## src/rtl/uart_rx_pkg.sv

```systemverilog
package uart_rx_pkg;
  typedef enum logic [1:0] {
    ST_START = 2'd0,
    ST_DATA  = 2'd1,
    ST_STOP  = 2'd2
  } rx_state_e;
endpackage

```

## src/rtl/rx_tick_cnt.sv

```systemverilog
module rx_tick_cnt #(
  parameter int OVS   = 16,
  parameter int CNT_W = $clog2(OVS)
) (
  input  logic clk_i,
  input  logic rst_ni,
  input  logic tick_i,
  input  logic clr_i,
  output logic mid_o,
  output logic full_o
);
  logic [CNT_W-1:0] cnt_q;

  // mid: this tick is the (OVS/2)-th, full: this tick is the OVS-th
  assign mid_o  = (cnt_q == CNT_W'(OVS/2 - 1));
  assign full_o = (cnt_q == CNT_W'(OVS - 1));

  always_ff @(posedge clk_i or negedge rst_ni) begin
    if (!rst_ni)     cnt_q <= '0;
    else if (tick_i) cnt_q <= clr_i ? '0 : cnt_q + 1'b1;
  end

  p_hold_off_tick_r2: assert property (@(posedge clk_i) disable iff (!rst_ni)
    !tick_i |=> $stable(cnt_q));
  p_wrap_r4: assert property (@(posedge clk_i) disable iff (!rst_ni)
    (tick_i && full_o) |=> (cnt_q == '0));
endmodule

```

## src/rtl/rx_data_reg.sv

```systemverilog
module rx_data_reg #(
  parameter int DATA_W = 8,
  parameter int IDX_W  = $clog2(DATA_W)
) (
  input  logic              clk_i,
  input  logic              rst_ni,
  input  logic              wr_i,
  input  logic [IDX_W-1:0]  idx_i,
  input  logic              bit_i,
  input  logic              fill_i,
  output logic [DATA_W-1:0] data_o
);
  always_ff @(posedge clk_i or negedge rst_ni) begin
    if (!rst_ni)     data_o <= '0;
    else if (fill_i) data_o <= '1;
    else if (wr_i)   data_o[idx_i] <= bit_i;
  end

  p_wr_excl_r6: assert property (@(posedge clk_i) disable iff (!rst_ni)
    !(wr_i && fill_i));
endmodule

```

## src/rtl/rx_fsm.sv

```systemverilog
module rx_fsm
  import uart_rx_pkg::*;
#(
  parameter int DATA_W = 8,
  parameter int IDX_W  = $clog2(DATA_W)
) (
  input  logic             clk_i,
  input  logic             rst_ni,
  input  logic             tick_i,
  input  logic             rxd_i,
  input  logic             mid_i,
  input  logic             full_i,
  output logic             clr_o,
  output logic             wr_o,
  output logic             fill_o,
  output logic [IDX_W-1:0] idx_o,
  output logic             err_o,
  output logic             valid_o
);
  rx_state_e        state_q;
  logic [IDX_W-1:0] idx_q;
  logic             err_q, valid_q;
  logic             in_start;

  assign in_start = (state_q == ST_START);
  // clear on a high line or a confirmed start while idle, and on every 16th tick otherwise
  assign clr_o  = tick_i & (in_start ? (rxd_i | mid_i) : full_i);
  assign wr_o   = tick_i & (state_q == ST_DATA) & full_i;
  assign fill_o = tick_i & (state_q == ST_STOP) & full_i & ~rxd_i;
  assign idx_o  = idx_q;
  assign err_o  = err_q;
  assign valid_o = valid_q;

  always_ff @(posedge clk_i or negedge rst_ni) begin
    if (!rst_ni) begin
      state_q <= ST_START;
      idx_q   <= '0;
      err_q   <= 1'b0;
      valid_q <= 1'b0;
    end else begin
      valid_q <= 1'b0;
      if (tick_i) begin
        unique case (state_q)
          ST_START: if (!rxd_i && mid_i) begin
            state_q <= ST_DATA;
            idx_q   <= '0;
            err_q   <= 1'b0;
          end
          ST_DATA: if (full_i) begin
            if (idx_q == IDX_W'(DATA_W - 1)) begin
              idx_q   <= '0;
              state_q <= ST_STOP;
            end else begin
              idx_q <= idx_q + 1'b1;
            end
          end
          ST_STOP: if (full_i) begin
            state_q <= ST_START;
            if (rxd_i) valid_q <= 1'b1;
            else       err_q   <= 1'b1;
          end
          default: state_q <= ST_START;
        endcase
      end
    end
  end

  p_valid_pulse_r9: assert property (@(posedge clk_i) disable iff (!rst_ni)
    valid_q |=> !valid_q);
  p_fill_err_r6: assert property (@(posedge clk_i) disable iff (!rst_ni)
    fill_o |=> (err_q && !valid_q && state_q == ST_START));
  p_err_clr_r7: assert property (@(posedge clk_i) disable iff (!rst_ni)
    $fell(err_q) |-> (state_q == ST_DATA));
  p_state_hold_r2: assert property (@(posedge clk_i) disable iff (!rst_ni)
    !tick_i |=> ($stable(state_q) && $stable(idx_q)));
endmodule

```

## src/rtl/uart_rx_os.sv

```systemverilog
module uart_rx_os #(
  parameter int DATA_W = 8,
  parameter int OVS    = 16
) (
  input  logic              clk_i,
  input  logic              rst_ni,
  input  logic              tick_i,
  input  logic              rxd_i,
  output logic [DATA_W-1:0] data_o,
  output logic              frame_err_o,
  output logic              valid_o
);
  localparam int CNT_W = $clog2(OVS);
  localparam int IDX_W = $clog2(DATA_W);

  logic             clr, mid, full, wr, fill;
  logic [IDX_W-1:0] idx;

  rx_tick_cnt #(.OVS(OVS), .CNT_W(CNT_W)) u_cnt (
    .clk_i, .rst_ni, .tick_i, .clr_i(clr), .mid_o(mid), .full_o(full)
  );

  rx_fsm #(.DATA_W(DATA_W), .IDX_W(IDX_W)) u_fsm (
    .clk_i, .rst_ni, .tick_i, .rxd_i, .mid_i(mid), .full_i(full),
    .clr_o(clr), .wr_o(wr), .fill_o(fill), .idx_o(idx),
    .err_o(frame_err_o), .valid_o(valid_o)
  );

  rx_data_reg #(.DATA_W(DATA_W), .IDX_W(IDX_W)) u_data (
    .clk_i, .rst_ni, .wr_i(wr), .idx_i(idx), .bit_i(rxd_i),
    .fill_i(fill), .data_o(data_o)
  );

  p_bad_ones_r6: assert property (@(posedge clk_i) disable iff (!rst_ni)
    $rose(frame_err_o) |-> (data_o == '1));
  p_valid_clean_r5: assert property (@(posedge clk_i) disable iff (!rst_ni)
    valid_o |-> !frame_err_o);
endmodule

```

## config.mk

```make
export PLATFORM = sky130hd
export DESIGN_NAME = uart_rx_os
export DESIGN_NICKNAME = d
export VERILOG_FILES = /design/src/rtl/uart_rx_pkg.sv /design/src/rtl/rx_tick_cnt.sv /design/src/rtl/rx_data_reg.sv /design/src/rtl/rx_fsm.sv /design/src/rtl/uart_rx_os.sv
export SDC_FILE = /design/constraint.sdc
export NUM_CORES = 1
export LEC_CHECK = 0
export ABC_AREA = 1
export BUFFER_PORTS_ARGS = -buffer_cell sky130_fd_sc_hd__buf_2
export CAP_MARGIN = 20
export CELL_PAD_IN_SITES_DETAIL_PLACEMENT = 1
export CELL_PAD_IN_SITES_GLOBAL_PLACEMENT = 2
export CORE_MARGIN = 1
export CORE_UTILIZATION = 32
export CTS_CLUSTER_DIAMETER = 120
export CTS_CLUSTER_SIZE = 8
export DETAILED_ROUTE_END_ITERATION = 8
export GPL_TIMING_DRIVEN = 0
export PLACE_DENSITY = 0.8
export SYNTH_ARGS = -nofsm -noshare
export SYNTH_HDL_FRONTEND = slang
export SYNTH_HIERARCHICAL = 1
export SYNTH_SLANG_ARGS = --single-unit
```

## constraint.sdc

```tcl
create_clock -name clk_i -period 2.17 [get_ports clk_i]
set_input_delay 0 -clock clk_i [delete_from_list [all_inputs] [get_ports clk_i]]
set_output_delay 0 -clock clk_i [all_outputs]
set_load 0.02 [all_outputs]
```

==> results_dict.tcl <==
set metrics [dict create \
    dp_hpwl_mm 1.86 \
    die_y_um 59.8 \
    htreeDepth 1 \
    drive_gt1_frac 0.191 \
    crit_fanout 8 \
    cp.buffers_inverters 1 \
    postRouteAntennaNets 0 \
    drt_iter0_drc 22 \
    finalSetupViolations 0 \
    die_w_um 59.8 \
    tritoncts "yes" \
    holdWs_ps 22.9 \
    worst_slew_pin_slew_ps 439 \
    wl_met3_um 50 \
    cpMostUsedCell "nand2_1" \
    dpl.cell_count 196 \
    cts_made_buffers 3 \
    syn_area_per_cell_sq_um 7.70 \
    vias 907 \
    yosysTopAreaCell "dfrtp_1" \
    clk_latency_ps 290 \
    grt_pass1_vias 891 \
    place_congestion 0.701 \
    grt_max_degree 20 \
    clock_skew_ps 15.2 \
    clock_sinks 19 \
    dr_wl_met2_mm 1.12 \
    crit_chain "ha_1, nand2_1, nor2_1, nand2_1, nor2_1, inv_1, nor2_4, nand2_1, nand2_1, nand3_1" \
    wl_mm 2.38 \
    cts.repair.resized 0 \
    synth-seq-cells 19 \
    postSynth.asyncResetShare 1.00 \
    rows 20 \
    n_fill_cell 418 \
    end_kind "flop" \
    vias_per_cell 4.51 \
    cts-root-buf "clkbuf_4" \
    drv_cap 0 \
    drt_first_pass_iters 4 \
    ys_seq_area_frac 0.444 \
    netlist_instances 139 \
    grt_pass1_wl_mm 3.92 \
    antenna_found_initial 0 \
    wl_met1_mm 1.19 \
    rsz0062_at_grt "no" \
    crit_type "flop to flop" \
    syn_to_final_growth_pct 14.6 \
    worstPathArrival_ps 2100 \
    power_density_mw_per_mm2 778 \
    place_ws_ps 229 \
    cts.clk_slew.worst_paths_ps 120 \
    p_leak_uw 0.000656 \
    coreArea_sq_mm 0.00310 \
    drc 0 \
    gr-usage-all-layers 0.147 \
    cpMaxStageDelayCell "dfrtp_1" \
    synth-edff-count 0 \
    ys_top_cells_by_area "dfrtp_1 44%, nand2_1 15%, nand3_1 9.4%" \
    slew_viol_final 0 \
    io_pins 14 \
    wire_per_inst_um 11.8 \
    cts_max_path_buffers 2 \
    status "finished, final reports clean" \
    tns_ps 0 \
    start_kind "flop" \
    synth_top_area_frac 0.444 \
    fin_crit_ps 1940 \
    worstPathRequired_ps 2330 \
    ys.flop_type "dfrtp_1" \
    max_stage_delay_ps 400 \
    setup_ws_ps 231 \
    synth_area_sq_mm 0.00107 \
    hold_path_class "input port to flop" \
    num_antenna_cells 0 \
    ir_drop_mv 0.349 \
    ys_warn_count 6 \
    slew_headroom 0.707 \
    clock.fmax_mhz 516 \
    portBuffers 13 \
    synth.distinct_cells 22 \
    grt-ovfl-total 0 \
    critPathTopFamily "simple AND/OR/NAND/NOR gates" \
    finalHoldViolCount 0 \
    fin_crit_sh 0.894 \
    design.die.area_sq_mm 0.00358 \
    start_util 0.345 \
    synthesis.nets 146 \
    fin_cells 201 \
    final_nets 165 \
    highest_layer "met4" \
]
-- power breakdown --
part / switching [uW] / internal (uW)
clock network: 108 / 71.3
logic: 196 / 125
registers: 46.8 / 406
-- synthesized netlist by cell type (2+ instances only) --
library cell,n
nand2_1,43
nand3_1,20
dfrtp_1,19
inv_1,14
nor2_1,14
o21ai_0,4
ha_1,3
o21ai_1,3
a21oi_1,2
inv_2,2
nand2_2,2
nor2_2,2
nor2_4,2
-- cell type report --
| cell class | instances | area [sq um] | area share |
|---|---|---|---|
| multi-input cells | 101 | 509 | 0.415 |
| flip-flops and latches | 19 | 475 | 0.388 |
| repair buffers | 14 | 75.1 | 0.0612 |
| inverters | 17 | 66.3 | 0.0541 |
| well taps | 44 | 55.1 | 0.0449 |
| clock buffers | 4 | 26.3 | 0.0214 |
| plain buffers | 2 | 18.8 | 0.0153 |
-- kinds of logic after synthesis --
| group | count (synthesis) | share of synthesized area |
|---|---|---|
| flops | 19 | 0.444 |
| mux | 1 | 0.00936 |
| simple gates | 88 | 0.389 |
| compound gates | 9 | 0.0421 |
| buf+inv | 19 | 0.0795 |
| fa+ha+maj | 3 | 0.0351 |
-- worst reg2reg max path, cell delays in order, from the launching register on --
cell and delay [ps]:
dfrtp_1 400, ha_1 190, nand2_1 90, nor2_1 170, nand2_1 190, nor2_1 260
inv_1 120, nor2_4 190, nand2_1 80, nand2_1 60, nand3_1 60
-- metrics by stage --
step	instance area, sq um	total power [uW]	util
floorplan	1070	708	-
global placement	1190	771	0.383
detailed placement	1190	787	0.383
CTS	1230	976	0.395
global route	1230	1040	0.395
finish	1230	953	0.395
-- layout by cell type, fill, tap and decap left out --
cell,instances
dlygate4sd3_1,1
clkbuf_4,4
or2_0,1
buf_6,1
nor2_1,14
o21ai_0,4
ha_1,3
inv_2,2
clkbuf_1,1
nor2_4,2
nand3_2,1
dfrtp_1,19
inv_4,1
buf_2,13
a21oi_1,2
or2_1,1
nand2_1,43
nand2_2,2
nand2_4,1
mux2i_1,1
inv_1,14
nand3_1,20
nor2_2,2
o21ai_1,3
nor4_4,1
-- path summary, 6_finish.rpt --
path | end | slack [ps] | startpoint | cells after the start
worst max-delay path | u_data/data_o[6] | 230 | u_cnt/cnt_q[0] | 10
worst min-delay path | u_fsm/valid_o | 20 | rxd_i | 3
worst max register to register | u_data/data_o[6] | 230 | u_cnt/cnt_q[0] | 10
worst min register to register | u_data/data_o[3] | 490 | u_data/data_o[3] | 2
max in group asynchronous | u_data/data_o[7] | 1690 | rst_ni | 2
min in group asynchronous | u_cnt/cnt_q[1] | 160 | rst_ni | 2
-- state kept, by name (all words and copies together), names as in the netlist --
register	cells
u_fsm/valid_o	1
u_fsm/idx_o	3
u_fsm/state_q	2
u_cnt/cnt_q	4
u_fsm/err_o	1
u_data/data_o	8
-- what timing repair did --
item | in CTS | in global routing
setup buffers | 0 | 0
hold buffers | 1 | 0
endpoints found under the hold margin | 19 | 0
-- metal layers --
layer / global-route usage / vias to the layer above
met5: 0 / -
met4: 0.0498 / 0
met3: 0.0260 / 2
met2: 0.238 / 7
met1: 0.196 / 425
li1: - / 473
No activity file was read; power rests on OpenSTA's default activity.
